--- src/rtl/sat_mod_pkg.sv ---
package sat_mod_pkg;
  function automatic int unsigned out_width(input int unsigned inner_w,
                                            input int unsigned modulus,
                                            input bit          wrap_en);
    return wrap_en ? $clog2(modulus) : inner_w;
  endfunction
endpackage

--- src/rtl/sat_counter.sv ---
module sat_counter #(
  parameter int unsigned W = 5
) (
  input  logic         clk_i,
  input  logic         clr_i,
  input  logic         en_i,
  output logic [W-1:0] cnt_o,
  output logic         at_max_o
);
  localparam logic [W-1:0] MAX_VAL = {W{1'b1}};

  logic [W-1:0] cnt_q;
  logic         armed_q;

  assign at_max_o = (cnt_q == MAX_VAL);
  assign cnt_o    = cnt_q;

  always_ff @(posedge clk_i) begin
    if (clr_i)                 cnt_q <= '0;
    else if (en_i && !at_max_o) cnt_q <= cnt_q + 1'b1;
  end

  always_ff @(posedge clk_i) begin
    if (clr_i) armed_q <= 1'b1;
  end

  AST_CLEAR_WINS: assert property (@(posedge clk_i) disable iff (!armed_q)
    clr_i |=> (cnt_q == '0));
  AST_CEILING_HOLD: assert property (@(posedge clk_i) disable iff (!armed_q)
    (at_max_o && !clr_i) |=> (cnt_q == MAX_VAL));
endmodule

--- src/rtl/wrap_decode.sv ---
module wrap_decode #(
  parameter int unsigned W       = 5,
  parameter int unsigned MODULUS = 6,
  parameter bit          WRAP_EN = 1'b1
) (
  input  logic         ext_rst_i,
  input  logic         en_i,
  input  logic [W-1:0] cnt_i,
  output logic         clr_o,
  output logic         term_o
);
  localparam logic [W-1:0] TERM_VAL = WRAP_EN ? W'(MODULUS - 1) : {W{1'b1}};

  logic at_term;
  assign at_term = (cnt_i == TERM_VAL);
  assign term_o  = at_term;

  generate
    if (WRAP_EN) begin : g_wrap
      assign clr_o = ext_rst_i | (at_term & en_i);
    end else begin : g_bare
      assign clr_o = ext_rst_i;
    end
  endgenerate
endmodule

--- src/rtl/sat_mod_counter.sv ---
module sat_mod_counter
  import sat_mod_pkg::*;
#(
  parameter int unsigned INNER_W = 5,
  parameter int unsigned MODULUS = 6,
  parameter bit          WRAP_EN = 1'b1,
  localparam int unsigned OUT_W  = out_width(INNER_W, MODULUS, WRAP_EN)
) (
  input  logic             clk_i,
  input  logic             srst_i,
  input  logic             cnt_en_i,
  output logic [OUT_W-1:0] count_o,
  output logic             term_o
);
  localparam logic [INNER_W-1:0] TERM_VAL =
    WRAP_EN ? INNER_W'(MODULUS - 1) : {INNER_W{1'b1}};

  logic [INNER_W-1:0] cnt;
  logic               clr;
  logic               at_max;
  logic               armed_q;

  wrap_decode #(.W(INNER_W), .MODULUS(MODULUS), .WRAP_EN(WRAP_EN)) u_decode (
    .ext_rst_i (srst_i),
    .en_i      (cnt_en_i),
    .cnt_i     (cnt),
    .clr_o     (clr),
    .term_o    (term_o)
  );

  sat_counter #(.W(INNER_W)) u_core (
    .clk_i    (clk_i),
    .clr_i    (clr),
    .en_i     (cnt_en_i),
    .cnt_o    (cnt),
    .at_max_o (at_max)
  );

  assign count_o = cnt[OUT_W-1:0];

  always_ff @(posedge clk_i) begin
    if (srst_i) armed_q <= 1'b1;
  end

  AST_RESET_FIRST: assert property (@(posedge clk_i) disable iff (!armed_q)
    (srst_i && cnt_en_i) |=> (cnt == '0));
  AST_IDLE_HOLD: assert property (@(posedge clk_i) disable iff (!armed_q)
    (!srst_i && !cnt_en_i) |=> $stable(cnt));
  AST_STEP_UP: assert property (@(posedge clk_i) disable iff (!armed_q)
    (!srst_i && cnt_en_i && cnt != TERM_VAL) |=> (cnt == $past(cnt) + 1'b1));
  AST_WRAP_ZERO: assert property (@(posedge clk_i) disable iff (!armed_q)
    (WRAP_EN && !srst_i && cnt_en_i && cnt == TERM_VAL) |=> (cnt == '0));
  AST_NO_SATURATE: assert property (@(posedge clk_i) disable iff (!armed_q)
    WRAP_EN |-> (!at_max && cnt <= TERM_VAL));
endmodule

--- config.mk ---
export PLATFORM = sky130hd
export DESIGN_NAME = sat_mod_counter
export DESIGN_NICKNAME = d
export VERILOG_FILES = /design/src/rtl/sat_mod_pkg.sv /design/src/rtl/sat_counter.sv /design/src/rtl/wrap_decode.sv /design/src/rtl/sat_mod_counter.sv
export SDC_FILE = /design/constraint.sdc
export NUM_CORES = 1
export LEC_CHECK = 0
export ABC_AREA = 1
export BUFFER_PORTS_ARGS = -buffer_cell sky130_fd_sc_hd__buf_2
export CAP_MARGIN = 25
export CELL_PAD_IN_SITES_DETAIL_PLACEMENT = 0
export CELL_PAD_IN_SITES_GLOBAL_PLACEMENT = 1
export CORE_AREA = 5 5 42 44
export DETAILED_ROUTE_END_ITERATION = 6
export DIE_AREA = 0 0 47 49
export PLACE_DENSITY = 0.59
export REMOVE_ABC_BUFFERS = 1
export SYNTH_ARGS = -nofsm -noshare
export SYNTH_HDL_FRONTEND = slang
export SYNTH_SLANG_ARGS = --single-unit
--- constraint.sdc ---
create_clock -name clk_i -period 2.11 [get_ports clk_i]
set_input_delay 0.211 -clock clk_i [delete_from_list [all_inputs] [get_ports clk_i]]
set_output_delay 0.211 -clock clk_i [all_outputs]
set_load 0.02 [all_outputs]
==> out/results.tsv, run 1 <==
stage	metric	value	unit
worst_setup_path	WP data arrival	1280	ps
die	starting density of the core	0.237	
synth	post-synthesis register bit count	5	
synth	sequential share of the synthesized area	0.302	
die	io pins	7	
final_layout	area delta synth->final	16.2	%
job	maxcap violations	0	
route	DRC viols	0	
synth	Yosys Warn Count	0	
worst_setup_path	crit path max fanout	5	
timing	RSZ-0062 raised after global routing	false	
worst_setup_path	Reg2Reg Depth	10	
final_layout	fillers	170	
clock_tree	Clock Latency Late Sink	240	ps
min_path	Hold Crit Start	srst_i	
route	initial DRC count	1	
route	wire per inst	8.94	µm
timing	Final Skew	2.12	ps
worst_setup_path	CP Data Required Time	1900	ps
clock_tree	CTS HTree Levels	1	
place	pre-CTS setup slack	642	ps
timing	Final WS setup	617	ps
route	via count	291	
worst_setup_path	crit end category	output pin	
timing	Setup violations, final	0	
die	die width	47	µm
global_route	initial antenna violation count	0	
global_route	global-route usage over all layers	0.0718	
global_route	global route overflow	0	
timing	fin crit share	0.707	
worst_setup_path	R2R setup slack	660	ps
synth	Mean Syn Cell Area	7.37	µm²
global_route	pin count of the biggest net entering global routing	9	
place	placed cell area	359	µm²
synth	Synth Cell Area	332	µm²
final_layout	Design Area, Final	385	µm²
route	Vias/cell	4.28	
timing	final slew viol count	0	
timing	worst rel slew slack	0.822	
timing	Worst Tran Pin Value	266	ps
final_layout	number of antenna diodes	0	
power_and_ir_drop	total power	0.244	mW
timing	fin crit period	1490	ps
clock_tree	CTS tree	done	
power_and_ir_drop	Static Leak	0.185	nW
global_route	vias in the first global route	314	
worst_setup_path	FF-to-FF Start	u_core.cnt_o[0]	
min_path	Hold WC Path Type	in -> reg	
timing	Max Fclk	0.670	GHz
clock_tree	post-CTS setup buffers	0	
timing	Final Hold Fails	0	
final_layout	max FFs per register	5	
global_route	first-pass GRT wire length	1170	µm
final_layout	Util after Layout	0.275	
clock_tree	number of CTS-inserted buffers	3	
place	gpl congestion	0.693	
worst_setup_path	Crit Reg-Reg Endpoint	u_core.cnt_o[3]	
die	Die H	49	µm
worst_setup_path	critical setup path kind	reg -> out	
clock_tree	clk root buf	clkbuf_4	
power_and_ir_drop	Worst VDD drop	0.464	mV
clock_tree	CTS resizes	0	
route	final wirelength	608	µm
clock_tree	CTS Sinks	5	
worst_setup_path	CP Launch Type	register	
route	drt first pass iters	2	
min_path	hold path endpoint	u_core.cnt_o[4]	
synth	synth unique cells	15	
status	status	completed	
final_layout	nets	59	
timing	post-route setup TNS	0	ps
clock_tree	CTS max path bufs	2	
die	die area	2300	µm²
die	row cnt	14	
route	ANT nets after route	0	
clock_tree	CTS Hold Bufs	0	
clock_tree	CTS clk-pin slew, worst paths	40	ps
synth	Mapped Cells	45	
place	IO Port Bufs	6	
die	Core Region	1400	µm²
min_path	WHS Path Cells	4	
power_and_ir_drop	Cell Pwr Density	633	nW/µm²
final_layout	share of cells above drive strength 1	0.288	
==> worst max-delay path by stage <==
stage | start | endpoint | cells after the start
floorplan | u_core.cnt_o[0] | u_core.cnt_o[4] | 11
global placement | u_core.cnt_o[0] | u_core.cnt_o[3] | 10
detailed placement | u_core.cnt_o[0] | u_core.cnt_o[4] | 11
CTS | u_core.cnt_o[1] | term_o | 4
global route | u_core.cnt_o[0] | u_core.cnt_o[1] | 10
finish | u_core.cnt_o[1] | term_o | 4
==> kinds of logic after synthesis <==
| group | Yosys count | synth area share |
|---|---|---|
| compound gates | 3 | 0.0830 |
| xor+xnor | 1 | 0.0264 |
| fa+ha+maj | 3 | 0.113 |
| buf+inv | 10 | 0.147 |
| flops | 5 | 0.302 |
| simple gates | 23 | 0.328 |
==> cell usage after synthesis <==
| library cell | n | area, µm² |
|---|---|---|
| nand2_4 | 1 | 11.3 |
| xor2_1 | 1 | 8.76 |
| and3_2 | 1 | 7.51 |
| nor2_1 | 8 | 30.0 |
| nand2_1 | 9 | 33.8 |
| o21bai_2 | 2 | 22.5 |
| nand3_1 | 2 | 10.0 |
| inv_1 | 6 | 22.5 |
| o21ai_1 | 1 | 5.00 |
| buf_4 | 3 | 22.5 |
| nand3_2 | 1 | 10.0 |
| ha_1 | 3 | 37.5 |
| nand4_1 | 1 | 6.26 |
| inv_2 | 1 | 3.75 |
| dfxtp_1 | 5 | 100 |
==> final cells by class <==
type	instances	area, µm²	area share
Timing Repair Buffer	6	30.0	0.0779
Multi-Input combinational cell	30	183	0.474
Clock buffer	4	26.3	0.0682
Tap cell	16	20.0	0.0519
Inverter	7	26.3	0.0682
Sequential cell	5	100	0.260
==> per-layer routing <==
| metal | up-vias | track usage | part of all wire |
|---|---|---|---|
| li1 | 150 | - | - |
| met1 | 131 | 0.0746 | 0.44 |
| met3 | 2 | 0.0443 | 0.072 |
| met4 | 0 | 0.0415 | 0.013 |
| met5 | - | 0 | 0 |
| met2 | 8 | 0.106 | 0.47 |
==> worst max-delay path: stages, from the launching register on <==
cell	delay [ps]
dfxtp_1	400
inv_1	80
ha_1	200
and3_2	210
buf_2	150
==> per-stage QoR <==
step                      hold slack, ps  instances
after floorplan                      435         42
after global placement               551         64
after detailed placement             551         64
after CTS                            335         68
after global routing                 351         68
final                                327         68
==> cells in the final DEF, fill, tap and decap left out, drive strengths merged <==
cell and instances:
xor2 1, ha 3, buf 6, o21ai 1
nand4 1, clkbuf 4, dfxtp 5, nand2 10
o21bai 2, and3 1, nand3 3, inv 7
nor2 8
==> power breakdown <==
| group | total [mW] | switching [mW] | internal, mW | leakage, nW |
|---|---|---|---|---|
| Combinational | 0.0311 | 0.0193 | 0.0119 | 0.130 |
| Clock | 0.107 | 0.0359 | 0.0713 | 0.0150 |
| Sequential | 0.106 | 0.00663 | 0.0989 | 0.0407 |
No activity file was read; power rests on OpenSTA's default activity.
==> run 2: changes to the inputs <==
PLACE_DENSITY = 0.61   (was 0.59)
clock period = 1.3 ns   (was 2.11 ns; I/O delays follow)
==> run 2 against run 1 <==
- clock skew fell by 0.69 ps
- first-iteration DRC count rose by 100%
- clock power rose by 68%
- critical path type unchanged
- power rose by 81%
==> out/results.tsv, run 2 (same netlist as run 1, synthesis figures left out) <==
stage	metric	value	unit	change
status	status	completed		unchanged
job	maxcap violations	0		unchanged
final_layout	number of antenna diodes	0		unchanged
global_route	first-pass GRT wire length	1240	µm	was 1170 µm
power_and_ir_drop	Static Leak	0.215	nW	was 0.185 nW
clock_tree	CTS tree	done		unchanged
final_layout	most frequent cells in the layout	nand2_1 (9), nor2_1 (8), buf_2 (5)		was nand2_1 (9), nor2_1 (8), inv_1 (6), buf_2 (6), dfxtp_1 (5)
route	via count	313		was 291
route	Routed met3 length	40	µm	was 44 µm
clock_tree	CTS max path bufs	2		unchanged
global_route	vias in the first global route	311		was 314
die	row cnt	14		unchanged
die	Die H	49	µm	unchanged
global_route	pin count of the biggest net entering global routing	8		was 9
final_layout	nets	65		was 59
place	IO Port Bufs	6		unchanged
timing	worst rel slew slack	0.867		was 0.822
timing	Max Fclk	0.770	GHz	
final_layout	Design Area, Final	493	µm²	was 385 µm²
power_and_ir_drop	Worst VDD drop	0.375	mV	was 0.464 mV
die	starting density of the core	0.237		unchanged
global_route	initial antenna violation count	0		unchanged
worst_setup_path	WP data arrival	1170	ps	was 1280 ps
worst_setup_path	CP Data Required Time	1170	ps	was 1900 ps
timing	post-route setup TNS	0	ps	unchanged
final_layout	max FFs per register	5		unchanged
clock_tree	clk root buf	clkbuf_4		unchanged
route	initial DRC count	2		was 1
min_path	Hold WC Path Type	in -> reg		unchanged
route	M1 wire length	331	µm	was 270 µm
timing	fin crit share	0.999		
die	Core Region	1400	µm²	unchanged
clock_tree	CTS HTree Levels	1		unchanged
final_layout	area delta synth->final	48.7	%	was 16.2%
power_and_ir_drop	total power	0.441	mW	was 0.244 mW
die	die width	47	µm	unchanged
worst_setup_path	Reg2Reg Depth	11		was 10
timing	final slew viol count	0		unchanged
route	final wirelength	757	µm	was 608 µm
worst_setup_path	critical setup path kind	reg -> out		unchanged
route	drt first pass iters	4		was 2
clock_tree	CTS Sinks	5		unchanged
place	gpl congestion	0.687		was 0.693
route	DR top layer	met4		unchanged
route	Vias/cell	4.23		was 4.28
timing	Worst Tran Pin Value	199	ps	was 266 ps
route	ANT nets after route	0		unchanged
final_layout	share of cells above drive strength 1	0.517		was 0.288
place	Detail Placement HPWL	502	µm	
die	die area	2300	µm²	unchanged
clock_tree	Clock Latency Late Sink	240	ps	about the same
global_route	global route overflow	0		unchanged
global_route	global-route usage over all layers	0.0782		was 0.0718
final_layout	most common cell after layout, fill and taps aside	nand2_1		unchanged
timing	Setup violations, final	0		unchanged
power_and_ir_drop	Cell Pwr Density	895	nW/µm²	was 633 nW/µm²
clock_tree	number of CTS-inserted buffers	3		unchanged
worst_setup_path	R2R setup slack	50	ps	was 660 ps
route	wire per inst	10.2	µm	was 8.94 µm
worst_setup_path	crit end category	output pin		unchanged
timing	RSZ-0062 raised after global routing	true		was false
clock_tree	CTS clk-pin slew, worst paths	40	ps	about the same
die	io pins	7		unchanged
route	detailed-routed wire length on met2	369	µm	was 285 µm
worst_setup_path	CP Launch Type	register		unchanged
clock_tree	CTS Hold Bufs	0		unchanged
timing	Final Skew	1.44	ps	was 2.12 ps
min_path	WHS Path Cells	4		unchanged
place	placed cell area	389	µm²	was 359 µm²
timing	fin crit period	1300	ps	
worst_setup_path	crit path max fanout	2		was 5
timing	Final Hold Fails	0		unchanged
route	DRC viols	0		unchanged
-- run 2: changes by cell type in the layout (fill, tap and decap cells not counted), sizes merged --
cell and delta:
buf +6
-- run 2: report_power, final --
| part | internal, mW | switching (mW) |
|---|---|---|
| Sequential | 0.161 | 0.00699 |
| Clock | 0.116 | 0.0644 |
| Combinational | 0.0440 | 0.0491 |
| Total | 0.321 | 0.121 |
-- run 2: per-stage QoR --
step	cells	setup slack [ps]	hold WS [ps]	utilization
4_1_cts	73	-16.6	254	0.327
6_report	74	1.40	251	0.352
3_5_place_dp	68	-37.6	524	0.278
5_1_grt	74	-60.8	309	0.352
3_3_place_gp	68	-22.5	518	0.278
2_1_floorplan	42	-181	354	-
-- run 2: worst max-delay path, stage by stage (launching register included) --
cell     delay [ps]
dfxtp_4         360
buf_6           100
inv_4            30
ha_4            140
and3_4          170
buf_6           120
-- run 2: final timing paths --
path / from / end
hold reg to reg: u_core.cnt_o[4] / u_core.cnt_o[4]
setup reg to reg: u_core.cnt_o[1] / u_core.cnt_o[4]
hold / removal: srst_i / u_core.cnt_o[0]
setup / recovery: u_core.cnt_o[1] / term_o
-- run 2: layer usage --
metal  vias up  GRT usage
met2         7      0.115
met4         0     0.0691
met5         -          0
li1        163          -
met3         4     0.0258
met1       139     0.0835
-- run 2: area by class of cell --
| cell class | count | area, µm² |
|---|---|---|
| clock buffer | 4 | 26.3 |
| fill | 168 | 908 |
| inverter | 7 | 31.3 |
| multi-input combinational | 30 | 219 |
| sequential | 5 | 108 |
| tap | 16 | 20.0 |
| timing repair buffer | 12 | 88.8 |
-- run 2: what timing repair did --
| action | in CTS | in global routing |
|---|---|---|
| setup endpoints to repair | 6 | 6 |
| pin swaps | 2 | 8 |
| setup buffers | 1 | 1 |
| gates resized for setup | 13 | 7 |
==> run 3: changes to the inputs <==
ABC_AREA = default   (was 1)
PLACE_DENSITY = 0.55   (was 0.61)
==> run 3 against run 2 <==
- the flow now finishes with violations (negative setup slack)
- fmax decreased by 12%
- first-iteration DRC count increased to 2.5 times the previous value
- non-clock buffer count increased by 2
- via count decreased by 16%
- sequential power about the same
- utilization decreased by 0.62 points
- register-to-register slack got worse by 230 ps
- wire length decreased by 14%
- largest power group unchanged
- highest routed layer unchanged
==> out/results.tsv, run 3 <==
stage	metric	value	unit	change
worst_setup_path	crit path capture	u_core.cnt_o[3]		was term_o
power_and_ir_drop	Gate power share	0.204		was 0.211
route	drt first pass iters	3		was 4
synth	number of synthesized flops with an enable pin	0		unchanged
place	Detail Placement HPWL	467	µm	was 502 µm
final_layout	number of antenna diodes	0		unchanged
worst_setup_path	FF-to-FF Start	u_core.cnt_o[1]		unchanged
job	maxcap violations	0		unchanged
final_layout	most common cell after layout, fill and taps aside	buf_4		was nand2_1
power_and_ir_drop	Psw	0.117	mW	was 0.121 mW
clock_tree	CTS clk-pin slew, worst paths	50	ps	was 40 ps
clock_tree	CTS Sinks	5		unchanged
worst_setup_path	Crit path largest cell delay	360	ps	about the same
status	failing checks	negative setup slack		
final_layout	area of the multi-input gates	235	µm²	was 219 µm²
power_and_ir_drop	Cell Pwr Density	915	nW/µm²	was 895 nW/µm²
timing	fin crit period	1480	ps	was 1300 ps
worst_setup_path	CP Data Required Time	1480	ps	was 1170 ps
worst_setup_path	crit path max fanout	3		was 2
power_and_ir_drop	internal power	0.326	mW	was 0.321 mW
timing	RSZ-0062 raised after global routing	true		unchanged
timing	Max Fclk	0.678	GHz	was 0.770 GHz
clock_tree	clk root buf	clkbuf_4		unchanged
clock_tree	number of CTS-inserted buffers	3		unchanged
final_layout	area delta synth->final	60.6	%	was 48.7%
timing	Hold WS	193	ps	was 251 ps
final_layout	Storage cell area	103	µm²	was 108 µm²
status	status	finished, violations left		was completed
route	ANT nets after route	0		unchanged
power_and_ir_drop	clock power share	0.413		was 0.409
die	Core Region	1400	µm²	unchanged
min_path	Hold WC Path Type	in -> reg		unchanged
synth	Synth Cell Area	302	µm²	was 332 µm²
worst_setup_path	worst-path cell chain	ha_4 -> and3_4 -> ha_4 -> nand2b_4 -> or3_4 -> a21oi_2		was buf_6 -> inv_4 -> ha_4 -> and3_4 -> buf_6
timing	Worst Tran Pin Value	219	ps	was 199 ps
timing	final slew viol count	0		unchanged
final_layout	share of cells above drive strength 1	0.711		was 0.517
global_route	global-route usage over all layers	0.0675		was 0.0782
timing	Final Skew	1.84	ps	was 1.44 ps
global_route	first-pass GRT wire length	1130	µm	was 1240 µm
synth	synth unique cells	19		was 15
place	placed cell area	367	µm²	was 389 µm²
route	wire per inst	10.7	µm	was 10.2 µm
timing	Setup violations, final	5		was 0
worst_setup_path	Crit-path slowest cell	or3_4		was dfxtp_4
die	die width	47	µm	unchanged
final_layout	most frequent cells in the layout	buf_4 (8), buf_2 (5), nor2_1 (3), clkbuf_4 (3), dfxtp_1 (3)		was nand2_1 (9), nor2_1 (8), buf_2 (5)
synth	Mapped Cells	30		was 45
route	DRC viols	0		unchanged
route	final wirelength	651	µm	was 757 µm
worst_setup_path	critical setup path kind	reg -> reg		was reg -> out
die	row cnt	14		unchanged
synth	share of the synthesized area in the top cell type	0.332		was 0.302
final_layout	nets	52		was 65
worst_setup_path	WP data arrival	1660	ps	was 1170 ps
global_route	global route overflow	0		unchanged
timing	fin crit share	1.14		was 0.999
place	gpl congestion	0.657		was 0.687
global_route	initial antenna violation count	0		unchanged
worst_setup_path	R2R setup slack	-180	ps	was 50 ps
final_layout	Layout Cells excl Fill	61		was 74
power_and_ir_drop	Worst VDD drop	0.503	mV	was 0.375 mV
clock_tree	Clock Latency Late Sink	240	ps	about the same
synth	Mean Syn Cell Area	10.1	µm²	was 7.37 µm²
synth	Synth async-reset ratio	0		unchanged
power_and_ir_drop	Static Leak	0.206	nW	was 0.215 nW
min_path	WHS Path Cells	3		was 4
timing	Final Hold Fails	0		unchanged
worst_setup_path	Most Frequent Cell on Critical Path	ha_4		was buf_6
place	IO Port Bufs	6		unchanged
timing	worst rel slew slack	0.854		was 0.867
route	Vias/cell	4.31		was 4.23
final_layout	Design Area, Final	484	µm²	was 493 µm²
global_route	vias in the first global route	283		was 311
power_and_ir_drop	Sw Ratio	0.263		was 0.273
clock_tree	CTS HTree Levels	1		unchanged
die	starting density of the core	0.215		was 0.237
timing	Final WS setup	-176	ps	was 1.40 ps
synth	Post-synth top cells	dfxtp_1 (5), nor2_1 (4), buf_4 (3), ha_1 (3)		was nand2_1 (9), nor2_1 (8), inv_1 (6)
die	io pins	7		unchanged
synth	Synth area leaders	dfxtp_1 (33%), ha_1 (12%), nor4bb_4 (8.3%), buf_4 (7.5%), nor2_1 (5.0%)		was dfxtp_1 (30%), ha_1 (11%), nand2_1 (10%), nor2_1 (9.1%), buf_4 (6.8%)
worst_setup_path	CP Launch Type	register		unchanged
clock_tree	CTS Hold Bufs	0		unchanged
route	initial DRC count	5		was 2
power_and_ir_drop	sequential power share	0.384		was 0.380
synth	sequential share of the synthesized area	0.332		was 0.302
final_layout	max FFs per register	5		unchanged
clock_tree	CTS max path bufs	2		unchanged
clock_tree	CTS tree	done		unchanged
synth	cell type with the largest total area after synthesis	dfxtp_1		unchanged
global_route	pin count of the biggest net entering global routing	6		was 8
place	dpl cells	54		was 68
final_layout	fillers	152		was 168
worst_setup_path	crit end category	register		was output pin
die	Die H	49	µm	unchanged
worst_setup_path	Crit Reg-Reg Endpoint	u_core.cnt_o[3]		was u_core.cnt_o[4]
worst_setup_path	origin of the worst setup path	u_core.cnt_o[1]		unchanged
die	die area	2300	µm²	unchanged
synth	Main synth FF type	dfxtp_1		unchanged
synth	Yosys Warn Count	0		unchanged
worst_setup_path	Reg2Reg Depth	6		was 11
route	via count	263		was 313
synth	count leader, synth	dfxtp_1		was nand2_1
synth	post-synthesis register bit count	5		unchanged
## run 3: worst max-delay path: cells and delay by family (launching register included)
family | cells | cell delay (ps)
fa+ha+maj | 2 | 310
compound gates | 1 | 110
flops | 1 | 330
simple gates | 3 | 670
## run 3: layout make-up
class	count	area share
Multi-Input combinational cell	21	0.486
Sequential cell	5	0.212
Timing Repair Buffer	14	0.199
Clock buffer	4	0.0543
Tap cell	16	0.0413
Inverter	1	0.00775
## run 3: cell families after synthesis
group	after synthesis	share of synthesized area
compound gates	4	0.104
xor+xnor	2	0.0581
simple gates	11	0.261
flops	5	0.332
buf+inv	4	0.0871
fa+ha+maj	3	0.124
mux	1	0.0332
## run 3: worst min path at each step
| stage | from | endpoint | slack [ps] |
|---|---|---|---|
| CTS | srst_i | u_core.cnt_o[0] | 200 |
| floorplan | srst_i | u_core.cnt_o[1] | 330 |
| finish | srst_i | u_core.cnt_o[3] | 190 |
| global placement | srst_i | u_core.cnt_o[1] | 450 |
| global route | srst_i | u_core.cnt_o[3] | 220 |
| detailed placement | srst_i | u_core.cnt_o[1] | 460 |
## run 3: stage by stage
step	util	setup WS (ps)	setup TNS (ps)	power, mW
after floorplan	-	-345	-1370	0.211
after global placement	0.262	-243	-884	0.236
after detailed placement	0.262	-260	-926	0.238
after CTS	0.329	-165	-544	0.441
after global routing	0.346	-212	-995	0.465
final	0.346	-176	-669	0.443
## run 3: timing repair
action | 4_1_cts | 5_1_grt
endpoints found under the setup margin | 6 | 6
setup buffers | 2 | 1
pin swaps | 6 | 4
resized for setup | 13 | 3
## run 3: power by group through the flow
stage	registers (mW)	logic (mW)	clock network, mW
after floorplan	0.181	0.0298	0
after global routing	0.170	0.0982	0.197
after detailed placement	0.168	0.0697	0
after global placement	0.167	0.0697	0
after CTS	0.170	0.0830	0.188
final	0.170	0.0902	0.183
## run 3: per-layer routing
layer | global-route usage | vias to the layer above | share of wire
met3 | 0.0258 | 2 | 0.080
met2 | 0.0973 | 8 | 0.49
met1 | 0.0810 | 121 | 0.42
li1 | - | 132 | -
met4 | 0.0415 | 0 | 0.0077
met5 | 0 | - | 0
